==> src/rtl/pcsu_pkg.sv <==
package pcsu_pkg;

    localparam int PCSU_AW = 16;
    localparam int PCSU_DW = 8;

    typedef enum logic [3:0] {
        OP_BCC   = 4'd0,
        OP_BCS   = 4'd1,
        OP_BNE   = 4'd2,
        OP_BEQ   = 4'd3,
        OP_BVC   = 4'd4,
        OP_BVS   = 4'd5,
        OP_BPL   = 4'd6,
        OP_BMI   = 4'd7,
        OP_JMP   = 4'd8,
        OP_JMPI  = 4'd9,
        OP_CALL  = 4'd10,
        OP_RET   = 4'd11,
        OP_RTI   = 4'd12,
        OP_PUSHF = 4'd13,
        OP_PULLF = 4'd14,
        OP_NOP   = 4'd15
    } pcsu_op_e;

    typedef enum logic [2:0] {
        ST_IDLE,
        ST_PUSH2,
        ST_WFIN,
        ST_RD_FL,
        ST_RD_LO,
        ST_RD_HI
    } pcsu_st_e;

    typedef struct packed {
        pcsu_st_e            st;
        logic                ph;
        pcsu_op_e            op;
        logic [PCSU_AW-1:0]  pc;
        logic [PCSU_DW-1:0]  sp;
        logic [PCSU_DW-1:0]  flags;
        logic                flags_we;
        logic                done;
        logic [PCSU_AW-1:0]  tmp;
        logic [PCSU_DW-1:0]  lo;
        logic [PCSU_AW-1:0]  addr;
        logic                we;
        logic                re;
        logic [PCSU_DW-1:0]  wdata;
    } pcsu_regs_t;

endpackage

==> src/rtl/pcsu_branch.sv <==
module pcsu_branch #(
    parameter int AW     = 16,
    parameter int DW     = 8,
    parameter int NCOND  = 4
) (
    input  logic [2:0]       op_lo,
    input  logic [NCOND-1:0] cond_flags,
    input  logic [AW-1:0]    pc_next,
    input  logic [DW-1:0]    disp,
    output logic             taken,
    output logic [AW-1:0]    target
);
    localparam int EXT = AW - DW;

    logic [NCOND-1:0] hit;

    // one comparator per testable flag; op bit 0 is the wanted polarity
    for (genvar i = 0; i < NCOND; i++) begin : g_cond
        assign hit[i] = (cond_flags[i] == op_lo[0]);
    end

    assign taken  = hit[op_lo[2:1]];
    assign target = pc_next + {{EXT{disp[DW-1]}}, disp};

endmodule

==> src/rtl/pcsu_stack.sv <==
module pcsu_stack #(
    parameter int            DW         = 8,
    parameter logic [DW-1:0] STACK_PAGE = 8'h01
) (
    input  logic [DW-1:0]   sp,
    output logic [2*DW-1:0] push_addr,
    output logic [2*DW-1:0] pull_addr,
    output logic [DW-1:0]   sp_dec,
    output logic [DW-1:0]   sp_inc
);
    assign sp_dec    = sp - 1'b1;
    assign sp_inc    = sp + 1'b1;
    assign push_addr = {STACK_PAGE, sp};
    assign pull_addr = {STACK_PAGE, sp_inc};
endmodule

==> src/rtl/pcsu_page_inc.sv <==
module pcsu_page_inc #(
    parameter int DW = 8
) (
    input  logic [2*DW-1:0] ptr,
    output logic [2*DW-1:0] ptr_next
);
    // carry out of the low byte is dropped: the page never changes
    logic [DW-1:0] lo_next;
    assign lo_next  = ptr[DW-1:0] + 1'b1;
    assign ptr_next = {ptr[2*DW-1:DW], lo_next};
endmodule

==> src/rtl/pcsu_top.sv <==
module pcsu_top
    import pcsu_pkg::*;
#(
    parameter logic [PCSU_DW-1:0] STACK_PAGE = 8'h01,
    parameter logic [PCSU_DW-1:0] SP_RESET   = 8'hFF,
    parameter logic [PCSU_AW-1:0] PC_RESET   = 16'h0000
) (
    input  logic               clk,
    input  logic               rst_n,
    input  logic               start,
    input  logic [3:0]         op,
    input  logic [PCSU_DW-1:0] opnd_lo,
    input  logic [PCSU_DW-1:0] opnd_hi,
    input  logic [PCSU_AW-1:0] pc_in,
    input  logic [PCSU_DW-1:0] flags_in,
    input  logic [PCSU_DW-1:0] mem_rdata,
    output logic               busy,
    output logic               done,
    output logic [PCSU_AW-1:0] pc_out,
    output logic [PCSU_DW-1:0] sp_out,
    output logic [PCSU_DW-1:0] flags_out,
    output logic               flags_we,
    output logic [PCSU_AW-1:0] mem_addr,
    output logic               mem_re,
    output logic               mem_we,
    output logic [PCSU_DW-1:0] mem_wdata
);
    localparam int NCOND = 4;

    pcsu_regs_t q, d;

    // ---------------------------------------------------------------
    // helpers
    // ---------------------------------------------------------------
    logic [NCOND-1:0]   cond_flags;
    logic               br_taken;
    logic [PCSU_AW-1:0] br_target;
    logic [PCSU_AW-1:0] push_addr, pull_addr;
    logic [PCSU_DW-1:0] sp_dec, sp_inc;
    logic [PCSU_AW-1:0] ptr_next;
    logic [PCSU_AW-1:0] opnd_word;
    logic [PCSU_AW-1:0] ret_addr;
    logic [PCSU_AW-1:0] pulled_word;

    assign cond_flags  = {flags_in[7], flags_in[6], flags_in[1], flags_in[0]};
    assign opnd_word   = {opnd_hi, opnd_lo};
    assign ret_addr    = pc_in - 16'd1;
    assign pulled_word = {mem_rdata, q.lo};

    pcsu_branch #(
        .AW    (PCSU_AW),
        .DW    (PCSU_DW),
        .NCOND (NCOND)
    ) branch_i (
        .op_lo      (op[2:0]),
        .cond_flags (cond_flags),
        .pc_next    (pc_in),
        .disp       (opnd_lo),
        .taken      (br_taken),
        .target     (br_target)
    );

    pcsu_stack #(
        .DW         (PCSU_DW),
        .STACK_PAGE (STACK_PAGE)
    ) stack_i (
        .sp        (q.sp),
        .push_addr (push_addr),
        .pull_addr (pull_addr),
        .sp_dec    (sp_dec),
        .sp_inc    (sp_inc)
    );

    pcsu_page_inc #(
        .DW (PCSU_DW)
    ) pinc_i (
        .ptr      (q.tmp),
        .ptr_next (ptr_next)
    );

    // ---------------------------------------------------------------
    // next-state logic
    // ---------------------------------------------------------------
    always_comb begin
        d          = q;
        d.done     = 1'b0;
        d.flags_we = 1'b0;
        d.we       = 1'b0;
        d.re       = 1'b0;

        case (q.st)
            ST_IDLE: begin
                if (start) begin
                    d.op = pcsu_op_e'(op);
                    d.ph = 1'b0;
                    case (pcsu_op_e'(op))
                        OP_JMP: begin
                            d.pc   = opnd_word;
                            d.done = 1'b1;
                        end
                        OP_JMPI: begin
                            d.tmp  = opnd_word;
                            d.addr = opnd_word;
                            d.re   = 1'b1;
                            d.st   = ST_RD_LO;
                        end
                        OP_CALL: begin
                            d.tmp   = opnd_word;
                            d.lo    = ret_addr[PCSU_DW-1:0];
                            d.addr  = push_addr;
                            d.we    = 1'b1;
                            d.wdata = ret_addr[PCSU_AW-1:PCSU_DW];
                            d.sp    = sp_dec;
                            d.st    = ST_PUSH2;
                        end
                        OP_PUSHF: begin
                            d.addr  = push_addr;
                            d.we    = 1'b1;
                            d.wdata = flags_in;
                            d.sp    = sp_dec;
                            d.st    = ST_WFIN;
                        end
                        OP_PULLF, OP_RTI: begin
                            d.sp   = sp_inc;
                            d.addr = pull_addr;
                            d.re   = 1'b1;
                            d.st   = ST_RD_FL;
                        end
                        OP_RET: begin
                            d.sp   = sp_inc;
                            d.addr = pull_addr;
                            d.re   = 1'b1;
                            d.st   = ST_RD_LO;
                        end
                        OP_NOP: begin
                            d.pc   = pc_in;
                            d.done = 1'b1;
                        end
                        default: begin
                            d.pc   = br_taken ? br_target : pc_in;
                            d.done = 1'b1;
                        end
                    endcase
                end
            end

            ST_PUSH2: begin
                d.addr  = push_addr;
                d.we    = 1'b1;
                d.wdata = q.lo;
                d.sp    = sp_dec;
                d.st    = ST_WFIN;
            end

            ST_WFIN: begin
                if (q.op == OP_CALL) begin
                    d.pc = q.tmp;
                end
                d.done = 1'b1;
                d.st   = ST_IDLE;
            end

            ST_RD_FL: begin
                if (!q.ph) begin
                    d.ph = 1'b1;
                end else begin
                    d.flags    = mem_rdata;
                    d.flags_we = 1'b1;
                    d.ph       = 1'b0;
                    if (q.op == OP_PULLF) begin
                        d.done = 1'b1;
                        d.st   = ST_IDLE;
                    end else begin
                        d.sp   = sp_inc;
                        d.addr = pull_addr;
                        d.re   = 1'b1;
                        d.st   = ST_RD_LO;
                    end
                end
            end

            ST_RD_LO: begin
                if (!q.ph) begin
                    d.ph = 1'b1;
                end else begin
                    d.lo = mem_rdata;
                    d.ph = 1'b0;
                    d.re = 1'b1;
                    d.st = ST_RD_HI;
                    if (q.op == OP_JMPI) begin
                        d.addr = ptr_next;
                    end else begin
                        d.sp   = sp_inc;
                        d.addr = pull_addr;
                    end
                end
            end

            ST_RD_HI: begin
                if (!q.ph) begin
                    d.ph = 1'b1;
                end else begin
                    d.ph   = 1'b0;
                    d.pc   = (q.op == OP_RET) ? pulled_word + 16'd1 : pulled_word;
                    d.done = 1'b1;
                    d.st   = ST_IDLE;
                end
            end

            default: begin
                d.st = ST_IDLE;
            end
        endcase
    end

    // ---------------------------------------------------------------
    // state register
    // ---------------------------------------------------------------
    always_ff @(posedge clk) begin
        if (!rst_n) begin
            q.st       <= ST_IDLE;
            q.ph       <= 1'b0;
            q.op       <= OP_NOP;
            q.pc       <= PC_RESET;
            q.sp       <= SP_RESET;
            q.flags    <= '0;
            q.flags_we <= 1'b0;
            q.done     <= 1'b0;
            q.tmp      <= '0;
            q.lo       <= '0;
            q.addr     <= '0;
            q.we       <= 1'b0;
            q.re       <= 1'b0;
            q.wdata    <= '0;
        end else begin
            q <= d;
        end
    end

    assign busy      = (q.st != ST_IDLE);
    assign done      = q.done;
    assign pc_out    = q.pc;
    assign sp_out    = q.sp;
    assign flags_out = q.flags;
    assign flags_we  = q.flags_we;
    assign mem_addr  = q.addr;
    assign mem_re    = q.re;
    assign mem_we    = q.we;
    assign mem_wdata = q.wdata;

endmodule

==> config.mk <==
export PLATFORM = sky130hd
export DESIGN_NAME = pcsu_top
export DESIGN_NICKNAME = d
export VERILOG_FILES = /design/src/rtl/pcsu_pkg.sv /design/src/rtl/pcsu_branch.sv /design/src/rtl/pcsu_stack.sv /design/src/rtl/pcsu_page_inc.sv /design/src/rtl/pcsu_top.sv
export SDC_FILE = /design/constraint.sdc
export NUM_CORES = 1
export LEC_CHECK = 0
export ABC_AREA = 1
export BUFFER_PORTS_ARGS = -buffer_cell sky130_fd_sc_hd__buf_4
export CORE_MARGIN = 2
export CORE_UTILIZATION = 49
export CTS_BUF_LIST = sky130_fd_sc_hd__clkbuf_4 sky130_fd_sc_hd__clkbuf_8
export CTS_CLUSTER_SIZE = 40
export DETAILED_ROUTE_END_ITERATION = 6
export PLACE_DENSITY = 0.7
export SYNTH_ARGS = -nofsm -noshare
export SYNTH_HDL_FRONTEND = slang
export SYNTH_SLANG_ARGS = --single-unit
==> constraint.sdc <==
create_clock -name clk -period 2.2 [get_ports clk]
set_input_delay 0.44 -clock clk [delete_from_list [all_inputs] [get_ports clk]]
set_output_delay 0.44 -clock clk [all_outputs]
set_load 0.02 [all_outputs]
# Word level (Yosys, flattened, before mapping)
# Cells that the tools add are included.
dict set report totals {
  regBits 92
  input_bits 55
  wordCells 126
}
dict set report classes {
  add_sub_neg 6
  magnitude_cmp 1
  eq_ne 34
  muxes 45
  n_reduce_logical 26
}
# operator count
set ops {}
lappend ops {{$pmux W16 S3} 3}
lappend ops {{$mux W16} 8}
lappend ops {{$pmux W16 S4} 1}
lappend ops {{$pmux W8 S2} 4}
lappend ops {{$mux W51} 1}
lappend ops {{$eq A4 B4 Y1 const B} 12}
lappend ops {{$mux W32} 1}
lappend ops {{$mux W8} 4}
lappend ops {{$pmux W8 S4} 1}
lappend ops {{$mux W24} 1}
lappend ops {{$mux W18} 1}
lappend ops {{$add A16 B1 Y16 const B} 1}
lappend ops {{$add A16 B16 Y16} 1}
lappend ops {{$add A8 B1 Y8 const B} 2}
lappend ops {{$ne A2 B2 Y1 const B} 8}
lappend ops {{$sub A16 B1 Y16 const B} 1}
lappend ops {{$pmux W3 S5} 1}
lappend ops {{$mux W3} 4}
lappend ops {{$pmux W3 S4} 1}
lappend ops {{$reduce_and A5 Y1} 2}
lappend ops {{$mux W1} 9}
lappend ops {{$reduce_and A2 Y1} 4}
lappend ops {{$reduce_or A2 Y1} 4}
lappend ops {{$sub A8 B1 Y8 const B} 1}
lappend ops {{other kinds (25)} 36}

# Longest topological paths before layout
# Gate-level depths: netlist of the first run.
dict set report logic_depth {
  word_depth 7
  mapped_depth 14
  depth_no_buf 14
}

# Hierarchy
# Synthesis of the first run repeated with hierarchy kept, for this count alone.
dict set report unflattened {
  hier_cells 1547
  area_unflattened_um2 8777.2
}
# module instances cells_each area_per_inst_um2 seq_area_each_um2
set by_module_without_submodules {}
lappend by_module_without_submodules {pcsu_top 1 1236 7050.5 1841.8}
lappend by_module_without_submodules {pcsu_branch 1 185 991.0 0.0}
lappend by_module_without_submodules {pcsu_stack 1 90 540.5 0.0}
lappend by_module_without_submodules {pcsu_page_inc 1 36 195.2 0.0}

# Worst setup path before layout of the first run
# Ideal clock, no wire load.
dict set report synth_path {
  path_kind {input port to flip-flop}
  start {input opnd_lo[0]}
  end {register q, in the netlist pc_out[4]}
  setup_ns 0.117
  t_arrival_ns 1.801
  t_required_ns 2.083
  slack_ns 0.282
  path_stages 10
  path_buffers 0
  path_cell_list {ha_1 fa_1 nand2_1 nand2_1 and2_1 or2_2 nand3_1 nand3_1 nand2_1 a21oi_1}
}
dict set report synth_between {
  elab_chain_len 5
}
# item line
set synth_rtl {}
lappend synth_rtl {{start: declaration} pcsu_top.sv:12} ;# input logic [PCSU_DW-1:0] opnd_lo,
lappend synth_rtl {{$add A16 B16 Y16} pcsu_branch.sv:23} ;# assign target = pc_next + {{EXT{disp[DW-1]}}, disp};
lappend synth_rtl {{$mux W16} pcsu_top.sv:140} ;# d.pc = br_taken ? br_target : pc_in;
lappend synth_rtl {{$pmux W16 S3} pcsu_top.sv:96} ;# case (pcsu_op_e'(op))
lappend synth_rtl {{$mux W32} pcsu_top.sv:93} ;# if (start) begin
lappend synth_rtl {{$pmux W16 S3} pcsu_top.sv:91} ;# case (q.st)
lappend synth_rtl {{end: declaration} pcsu_top.sv:30} ;# pcsu_regs_t q, d;
# No other way between the ends. The select of a mux whose other input is x is not followed.
# A chain may end at the register's enable or synchronous reset.

# Worst setup path in the final report of the first run
dict set report layout_path {
  start {register q[87] in the netlist's numbering}
  end {register sp_out[1] (netlist name)}
}
dict set report layout_between {
  elab_chain_len 3
}
# item line
set layout_rtl {}
lappend layout_rtl {{$eq A4 B4 Y1 (on tied branches)} {pcsu_top.sv:190, pcsu_top.sv:170}}
lappend layout_rtl {{$ne A2 B2 Y1 (no line)} --}
lappend layout_rtl {{$reduce_and A7 Y1 (no line) (*)} --}
# Mark *: on every way between the ends. The rest lies on a longest branch, timed or not.

==> results of run 1 <==
kinds of logic (layout without fill, tap and decap cells):
family	after synthesis	in the layout	share of synthesized area (%)
AOI/OAI and AO/OA	295	295	20.8
xor gates and xnor gates	23	23	2.62
and+or+nand+nor	597	597	32.9
adders and majority gates	21	21	3.52
DFF	92	92	24.0
buffers and inverters	261	332	16.1
worst paths after layout:
check	startpoint	to	slack (ns)	cells after the start
min	op[3]	q[87]	0.31	3
min reg2reg	flags_out[4]	flags_out[4]	0.47	2
max	q[87]	sp_out[1]	0.21	8
max reg2reg	q[87]	sp_out[1]	0.21	8
power breakdown:
part	internal [mW]	leakage, nW	switching, mW	total, mW
logic	1.69	3.46	3.02	4.70
clock network	0.660	0.116	0.720	1.38
registers	2.08	0.754	0.398	2.47
registers in the layout, summed over array words and instances (netlist names):
name,count
done,1
flags_out,8
flags_we,1
mem_addr,16
mem_re,1
mem_wdata,8
mem_we,1
pc_out,16
pulled_word,8
q,24
sp_out,8
worst max-delay path, delay by kind of cell, from the launching register on:
kind | cells | cell delay (ns)
buf+inv | 2 | 0.26
compound gates | 2 | 0.23
flops | 1 | 0.35
simple gates | 4 | 1.04
placed cells by master, fill, tap and decap left out, drive strengths merged, types with 3 or more instances in the layout:
| master | n |
|---|---|
| nand2 | 311 |
| inv | 165 |
| buf | 154 |
| o221ai | 3 |
| o21ai | 110 |
| xnor2 | 3 |
| or2 | 5 |
| a211oi | 4 |
| o211ai | 13 |
| o22ai | 28 |
| ha | 20 |
| nor2 | 151 |
| nor3 | 13 |
| a21oi | 123 |
| xor2 | 20 |
| nand3 | 98 |
| nand3b | 7 |
| a31oi | 9 |
| dfxtp | 92 |
| clkbuf | 9 |
| nand4 | 9 |
area by class of cell:
class | instances | area, um2
Sequential cell | 92 | 1840
Tap cell | 211 | 264
Clock inverter | 7 | 106
Inverter | 162 | 608
Fill cell | 1599 | 6490
Clock buffer | 9 | 124
Timing Repair Buffer | 154 | 1220
Multi-Input combinational cell | 936 | 4600
per-layer routing:
layer | routed length, um | vias to the layer above | track usage (%)
li1 | - | 4284 | -
met1 | 12000 | 3836 | 46.6
met2 | 11300 | 380 | 47.2
met3 | 2530 | 54 | 6.36
met4 | 775 | 0 | 11.3
met5 | 0 | - | 0
metrics by stage:
stage / util (%) / setup slack (ns) / instance area (um2) / hold slack [ns]
finish: 57.4 / 0.207 / 8770 / 0.306
global route: 57.4 / 0.0293 / 8770 / 0.315
CTS: 57.4 / 0.245 / 8770 / 0.291
detailed placement: 55.9 / 0.0580 / 8540 / 0.453
global placement: 55.9 / 0.0881 / 8540 / 0.448
floorplan: - / 0.282 / 7680 / 0.441
==> impl_results.html, run 1 <==
<table>
<tr><th>Metric</th><th>Value</th></tr>
<tr><th colspan="2">Status</th></tr>
<tr><td>Outcome</td><td>completed</td></tr>
<tr><th colspan="2">Route</th></tr>
<tr><td>Routed WL</td><td>26700 um</td></tr>
<tr><td>Routed length per placed instance</td><td>between 15 and 20 um</td></tr>
<tr><td>DRC errors left</td><td>0</td></tr>
<tr><td>Average via count per standard cell</td><td>about 5.4</td></tr>
<tr><td>Post-route antenna net violation count</td><td>0</td></tr>
<tr><td>Drt first pass iters</td><td>5</td></tr>
<tr><td>Detailed Route Iter0 Violations</td><td>804</td></tr>
<tr><td>Total via count in the routed design</td><td>about 8600</td></tr>
<tr><th colspan="2">STA</th></tr>
<tr><td>RSZ-0062 raised after global routing</td><td>false</td></tr>
<tr><td>Final period utilization</td><td>around 90%</td></tr>
<tr><td>Number of hold violations in the final report</td><td>0</td></tr>
<tr><td>Max-slew violations</td><td>0</td></tr>
<tr><td>Endpoints failing setup</td><td>0</td></tr>
<tr><td>Setup Total Neg Slack</td><td>0 ns</td></tr>
<tr><td>Final setup skew</td><td>about 0.0080 ns</td></tr>
<tr><td>Normalized max-slew margin</td><td>between 40 and 50%</td></tr>
<tr><td>Minimum clock period</td><td>1.99 ns</td></tr>
<tr><td>Maximum clock frequency</td><td>about 500 MHz</td></tr>
<tr><td>Actual transition at the worst max-transition pin</td><td>0.827 ns</td></tr>
<tr><th colspan="2">Global route</th></tr>
<tr><td>Number of antenna violations at the first check in global routing</td><td>0</td></tr>
<tr><td>First-pass GRT wire length</td><td>41500 um</td></tr>
<tr><td>Vias in the first global route</td><td>around 7600</td></tr>
<tr><td>GRT Total Usage</td><td>between 30 and 40%</td></tr>
<tr><td>Pin count of the biggest net entering global routing</td><td>71</td></tr>
<tr><td>Final global-route overflow total</td><td>0</td></tr>
<tr><th colspan="2">Logic synthesis</th></tr>
<tr><td>Average cell area after synthesis</td><td>roughly 6.0 um2</td></tr>
<tr><td>Area of the mapped netlist</td><td>approximately 0.0077 mm2</td></tr>
<tr><td>Synth unique cells</td><td>41</td></tr>
<tr><td>Gate count after technology mapping</td><td>around 1300</td></tr>
<tr><td>Part of the Yosys area used for sequential elements</td><td>between 20% and 30%</td></tr>
<tr><td>Ys Warns</td><td>0</td></tr>
<tr><td>Post-synth top area cell</td><td>sky130_fd_sc_hd__dfxtp_1</td></tr>
<tr><td>Cells taking the most area after synthesis</td><td>sky130_fd_sc_hd__dfxtp_1 24%, sky130_fd_sc_hd__nand2_1 15%, sky130_fd_sc_hd__a21oi_1 8.0%</td></tr>
<tr><td>Post-synth top cells</td><td>305 x sky130_fd_sc_hd__nand2_1, 152 x sky130_fd_sc_hd__inv_1, 142 x sky130_fd_sc_hd__nor2_1</td></tr>
<tr><td>Proportion of register bits with asynchronous set or reset after synthesis</td><td>0%</td></tr>
<tr><td>Commonest register cell after synthesis</td><td>sky130_fd_sc_hd__dfxtp_1</td></tr>
<tr><td>Area share of the largest cell type after synthesis</td><td>a little under a quarter</td></tr>
<tr><td>Synthesized net count</td><td>around 1400</td></tr>
<tr><td>Post-synth EDFFs</td><td>0</td></tr>
<tr><td>Top-count cell post-synth</td><td>sky130_fd_sc_hd__nand2_1</td></tr>
<tr><td>#FFs+latches synth</td><td>92</td></tr>
<tr><th colspan="2">Power and ir drop</th></tr>
<tr><td>Peak VDD IR</td><td>around 0.00044 V</td></tr>
<tr><td>Leakage power summed over all cells</td><td>roughly 4.3 nW</td></tr>
<tr><td>Post-layout power</td><td>around 8.6 mW</td></tr>
<tr><td>Pwr Density</td><td>976 mW/mm2</td></tr>
<tr><th colspan="2">CTS</th></tr>
<tr><td>Resized Gates After CTS</td><td>0</td></tr>
<tr><td>Post-CTS Setup Repair Bufs</td><td>0</td></tr>
<tr><td>Latest clock arrival within the worst-skew pair</td><td>~0.40 ns</td></tr>
<tr><td>CTS Root Buffer Type</td><td>sky130_fd_sc_hd__clkbuf_8</td></tr>
<tr><td>CTS tree</td><td>done</td></tr>
<tr><td>Number of buffers on the longest clock path</td><td>2</td></tr>
<tr><td>Clock sinks</td><td>92</td></tr>
<tr><td>CTS clk-pin slew, worst paths</td><td>roughly 0.1 ns</td></tr>
<tr><td>H-tree Lvls</td><td>3</td></tr>
<tr><td>Inserted Clock Buffers</td><td>9</td></tr>
<tr><td>Cts-stage hold buffer count</td><td>0</td></tr>
<tr><th colspan="2">Place</th></tr>
<tr><td>Input/output buffers</td><td>between 100 and 150</td></tr>
<tr><td>Final Wtd Congestion</td><td>between 1 and 1.5</td></tr>
<tr><td>Number of instances in the placed design</td><td>around 1600</td></tr>
<tr><td>Placed wire-length estimate after detailed placement</td><td>21100 um</td></tr>
<tr><th colspan="2">Critical path</th></tr>
<tr><td>Library cell contributing the largest single delay on the critical path</td><td>sky130_fd_sc_hd__nor2_1</td></tr>
<tr><td>Largest fanout on the critical path</td><td>12</td></tr>
<tr><td>Class of the most critical setup path</td><td>flip-flop to flip-flop</td></tr>
<tr><td>Crit path top cell by count</td><td>sky130_fd_sc_hd__nor2_1</td></tr>
<tr><td>Startpoint type of the worst setup path</td><td>flip-flop</td></tr>
<tr><td>Worst-path cell chain</td><td>inv_1 -&gt; nor2_1 -&gt; nand3_1 -&gt; nor2_1 -&gt; nor3_2 -&gt; buf_4 -&gt; a21oi_1 -&gt; o21ai_0</td></tr>
<tr><td>Endpoint required time on the critical path</td><td>2.48 ns</td></tr>
<tr><td>Arrival time reported for the critical path endpoint</td><td>around 2.3 ns</td></tr>
<tr><td>Endpoint kind of the worst setup timing path</td><td>flip-flop</td></tr>
<tr><td>CP peak stage delay</td><td>approximately 0.52 ns</td></tr>
<tr><th colspan="2">Die</th></tr>
<tr><td>Cell Rows</td><td>45</td></tr>
<tr><td>Die boundary width</td><td>129 um</td></tr>
<tr><td>Placeable Area</td><td>between 0.015 and 0.02 mm2</td></tr>
<tr><td>DIE AREA</td><td>~0.017 mm2</td></tr>
<tr><td>Initial core utilization</td><td>around half</td></tr>
<tr><td>Boundary Pins</td><td>between 100 and 150</td></tr>
<tr><td>Die height</td><td>between 100 and 150 um</td></tr>
<tr><th colspan="2">Final layout</th></tr>
<tr><td>Diode count</td><td>0</td></tr>
<tr><td>Number of nets in the finished design</td><td>1431</td></tr>
<tr><td>Number of cells in the finished layout apart from fillers</td><td>1571</td></tr>
<tr><td>Fraction of layout instances using a drive strength above 1</td><td>between 10% and 20%</td></tr>
<tr><td>Layout overhead on the synthesized area</td><td>14.2%</td></tr>
<tr><th colspan="2">Run</th></tr>
<tr><td>Number of max-capacitance violations reported</td><td>0</td></tr>
<tr><th colspan="2">Worst hold path</th></tr>
<tr><td>Class of the most critical hold timing path</td><td>input port to flip-flop</td></tr>
</table>
Note: power is estimated with default switching activity, not from simulation.
==> inputs of run 2 (changes only) <==
--- a/config.mk
+++ b/config.mk
@@ -14,3 +14,3 @@
 export DETAILED_ROUTE_END_ITERATION = 6
-export PLACE_DENSITY = 0.7
+export PLACE_DENSITY = 0.73
 export SYNTH_ARGS = -nofsm -noshare
==> constraint.sdc (replaced) <==
create_clock -name clk -period 1.6 [get_ports clk]
set_input_delay 0.32 -clock clk [delete_from_list [all_inputs] [get_ports clk]]
set_output_delay 0.32 -clock clk [all_outputs]
set_load 0.05 [all_outputs]
==> run 2 against run 1 <==
Effect of this change:
- the flow now finishes with violations (negative setup slack)
- sequential power up 36%
- flip-flop and latch count stayed put
- wire length grew 14%
- sequential share of layout area shrank 3.9 points
- power is 84% higher
- combinational power grew 120%
- critical path depth grew 2
- clock-buffer cell count is the same
- clock power grew 32%
- largest cell class unchanged
- largest power group unchanged
==> impl_results.html, run 2 (synthesis results as in run 1) <==
<table>
<tr><th>Metric</th><th>Value</th></tr>
<tr><th colspan="2">Route</th></tr>
<tr><td>Total via count in the routed design</td><td>about 9800</td></tr>
<tr><td>Average via count per standard cell</td><td>about 5.6</td></tr>
<tr><td>Routed length per placed instance</td><td>~17 um</td></tr>
<tr><td>Drt first pass iters</td><td>6</td></tr>
<tr><td>Routed WL</td><td>just over 30000 um</td></tr>
<tr><td>Post-route antenna net violation count</td><td>0</td></tr>
<tr><td>Detailed Route Iter0 Violations</td><td>1176</td></tr>
<tr><td>DRC errors left</td><td>0</td></tr>
<tr><th colspan="2">Run</th></tr>
<tr><td>Number of max-capacitance violations reported</td><td>0</td></tr>
<tr><th colspan="2">Critical path</th></tr>
<tr><td>R2R setup slack</td><td>-0.25 ns</td></tr>
<tr><td>Capturing point of the worst reg2reg path</td><td>sp_out[2]</td></tr>
<tr><td>Startpoint of the worst-slack reg-to-reg timing path</td><td>q[89]</td></tr>
<tr><td>R2R depth</td><td>10</td></tr>
<tr><td>Largest fanout on the critical path</td><td>10</td></tr>
<tr><td>Arrival time reported for the critical path endpoint</td><td>around 2.1 ns</td></tr>
<tr><td>Class of the most critical setup path</td><td>flip-flop to flip-flop</td></tr>
<tr><td>Endpoint kind of the worst setup timing path</td><td>flip-flop</td></tr>
<tr><td>Endpoint required time on the critical path</td><td>approximately 1.9 ns</td></tr>
<tr><td>Startpoint type of the worst setup path</td><td>flip-flop</td></tr>
<tr><th colspan="2">Global route</th></tr>
<tr><td>Final global-route overflow total</td><td>0</td></tr>
<tr><td>GRT Total Usage</td><td>35.5%</td></tr>
<tr><td>First-pass GRT wire length</td><td>about 46000 um</td></tr>
<tr><td>Vias in the first global route</td><td>around 8800</td></tr>
<tr><td>Number of antenna violations at the first check in global routing</td><td>0</td></tr>
<tr><td>Pin count of the biggest net entering global routing</td><td>42</td></tr>
<tr><th colspan="2">Power and ir drop</th></tr>
<tr><td>Peak VDD IR</td><td>between 0.0008 and 0.0009 V</td></tr>
<tr><td>Power Internal</td><td>7.88 mW</td></tr>
<tr><td>Proportion of power drawn by the clock network</td><td>11.6%</td></tr>
<tr><td>Pwr Density</td><td>1440 mW/mm2</td></tr>
<tr><td>Leakage power summed over all cells</td><td>between 5 and 6 nW</td></tr>
<tr><td>Proportion of total power due to net switching</td><td>between 40% and 50%</td></tr>
<tr><td>Post-layout power</td><td>between 15 and 20 mW</td></tr>
<tr><td>Sequential share of power</td><td>about a fifth</td></tr>
<tr><td>Combinational cell fraction of total power</td><td>67.0%</td></tr>
<tr><td>Psw</td><td>around 8 mW</td></tr>
<tr><th colspan="2">Final layout</th></tr>
<tr><td>Layout overhead on the synthesized area</td><td>42.3%</td></tr>
<tr><td>Diode count</td><td>0</td></tr>
<tr><td>Register with the most flip-flops</td><td>q</td></tr>
<tr><td>Summed area of non-filler cells in the final layout</td><td>around 0.011 mm2</td></tr>
<tr><td>Max FFs per register</td><td>24</td></tr>
<tr><td>Commonest cells after routing, fill and taps aside</td><td>314 x sky130_fd_sc_hd__buf_4, 295 x sky130_fd_sc_hd__nand2_1, 145 x sky130_fd_sc_hd__inv_1</td></tr>
<tr><td>Most common cell after layout, fill and taps aside</td><td>sky130_fd_sc_hd__buf_4</td></tr>
<tr><td>Number of nets in the finished design</td><td>around 1600</td></tr>
<tr><td>Fraction of layout instances using a drive strength above 1</td><td>approximately a third</td></tr>
<tr><th colspan="2">Worst hold path</th></tr>
<tr><td>Hold Crit Start</td><td>opnd_hi[6]</td></tr>
<tr><td>Cell count of the worst hold path</td><td>3</td></tr>
<tr><td>Class of the most critical hold timing path</td><td>input port to flip-flop</td></tr>
<tr><td>Hold Path Sink</td><td>q[48]</td></tr>
<tr><th colspan="2">Status</th></tr>
<tr><td>Violated checks</td><td>negative setup slack</td></tr>
<tr><td>Outcome</td><td>finished, violations left</td></tr>
<tr><th colspan="2">CTS</th></tr>
<tr><td>Clock sinks</td><td>92</td></tr>
<tr><td>CTS clk-pin slew, worst paths</td><td>about 0.11 ns</td></tr>
<tr><td>CTS tree</td><td>done</td></tr>
<tr><td>CTS Root Buffer Type</td><td>sky130_fd_sc_hd__clkbuf_8</td></tr>
<tr><td>Latest clock arrival within the worst-skew pair</td><td>~0.4 ns</td></tr>
<tr><td>H-tree Lvls</td><td>3</td></tr>
<tr><td>Number of buffers on the longest clock path</td><td>2</td></tr>
<tr><td>Inserted Clock Buffers</td><td>9</td></tr>
<tr><td>Cts-stage hold buffer count</td><td>0</td></tr>
<tr><th colspan="2">STA</th></tr>
<tr><td>Normalized max-slew margin</td><td>approximately 66%</td></tr>
<tr><td>Maximum clock frequency</td><td>between 500 and 600 MHz</td></tr>
<tr><td>Setup WS post-layout</td><td>-0.250 ns</td></tr>
<tr><td>Final period utilization</td><td>116%</td></tr>
<tr><td>Number of hold violations in the final report</td><td>0</td></tr>
<tr><td>RSZ-0062 raised after global routing</td><td>true</td></tr>
<tr><td>Minimum clock period</td><td>~1.8 ns</td></tr>
<tr><td>Endpoints failing setup</td><td>80</td></tr>
<tr><td>Actual transition at the worst max-transition pin</td><td>0.506 ns</td></tr>
<tr><td>Final setup skew</td><td>0.00918 ns</td></tr>
<tr><td>Max-slew violations</td><td>0</td></tr>
<tr><td>Hold WS</td><td>0.206 ns</td></tr>
<tr><th colspan="2">Die</th></tr>
<tr><td>Boundary Pins</td><td>~120</td></tr>
<tr><td>DIE AREA</td><td>between 0.015 and 0.02 mm2</td></tr>
<tr><td>Die boundary width</td><td>129 um</td></tr>
<tr><td>Placeable Area</td><td>roughly 0.015 mm2</td></tr>
<tr><td>Initial core utilization</td><td>between 50% and 60%</td></tr>
<tr><td>Cell Rows</td><td>between 40 and 50</td></tr>
<tr><td>Die height</td><td>between 100 and 150 um</td></tr>
<tr><th colspan="2">Place</th></tr>
<tr><td>Placed cell area</td><td>around 0.0099 mm2</td></tr>
<tr><td>Input/output buffers</td><td>about 120</td></tr>
<tr><td>Placed wire-length estimate after detailed placement</td><td>23100 um</td></tr>
<tr><td>Final Wtd Congestion</td><td>between 1 and 1.5</td></tr>
<tr><td>Dpl ws</td><td>-0.279 ns</td></tr>
</table>
## run 2: cell types whose count changed in the layout (fill, tap and decap cells not counted), moves of 14 or more
cell                      change
sky130_fd_sc_hd__buf_6       +14
sky130_fd_sc_hd__o21ai_0     -16
sky130_fd_sc_hd__nor2_1      -20
sky130_fd_sc_hd__a21oi_2     +15
sky130_fd_sc_hd__a21oi_1     -16
sky130_fd_sc_hd__buf_4      +165
## run 2: per-stage QoR
step,setup TNS [ns],util [%],cells
2_1_floorplan,-0.0724,-,1289
3_3_place_gp,-8.26,65.1,1723
3_5_place_dp,-9.26,65.1,1723
4_1_cts,-4.81,69.9,1757
5_1_grt,-14.54,71.6,1762
6_report,-10.42,71.6,1762
## run 2: metal layers
metal / vias to the layer above / part of all wire (%) / global-route usage [%]
met5: - / 0 / 0
met2: 542 / 44 / 56.0
met1: 4449 / 41 / 47.0
li1: 4698 / - / -
met3: 113 / 11 / 7.97
met4: 0 / 4.2 / 14.5
## run 2: how the worst max path moves through the flow
| stage | depth (start not counted) | start | end |
|---|---|---|---|
| after floorplan | 10 | opnd_lo[0] | pc_out[4] |
| after global placement | 12 | pc_in[0] | mem_wdata[4] |
| after detailed placement | 11 | pc_in[0] | pc_out[4] |
| after CTS | 11 | q[91] | pc_out[12] |
| after global routing | 11 | q[89] | mem_addr[5] |
| final | 10 | q[89] | sp_out[2] |
## run 2: power groups by stage
stage               logic (mW)  registers (mW)  clock network [mW]
finish                    10.5            3.37                1.82
CTS                       9.72            3.31                1.82
global placement          8.50            3.33                   0
detailed placement        8.57            3.33                   0
floorplan                 5.65            3.28                   0
global route              11.1            3.42                1.90
## run 2: worst max-delay path, stage by stage (launching register included)
cell,delay [ns]
sky130_fd_sc_hd__dfxtp_4,0.39
sky130_fd_sc_hd__nor2_1,0.23
sky130_fd_sc_hd__nand2_2,0.18
sky130_fd_sc_hd__buf_6,0.20
sky130_fd_sc_hd__nand2_2,0.11
sky130_fd_sc_hd__nor2_4,0.06
sky130_fd_sc_hd__buf_4,0.16
sky130_fd_sc_hd__nand2_1,0.07
sky130_fd_sc_hd__o211ai_1,0.09
sky130_fd_sc_hd__a21oi_2,0.15
sky130_fd_sc_hd__o21ai_1,0.09
## run 2: what timing repair did
| item | CTS | global route |
|---|---|---|
| pin swaps | 10 | 17 |
| cloned | 4 | 1 |
| buffers inserted | 15 | 4 |
| endpoints found under the setup margin | 75 | 81 |
| resized for setup | 86 | 71 |
## run 2: area by class of cell
type,instances,area (um2)
inverters,162,626
multi-input cells,936,5080
fillers,1322,4330
clock buffers,9,124
repair buffers,345,2870
flip-flops and latches,92,1860
clock inverters,7,100
well taps,211,264
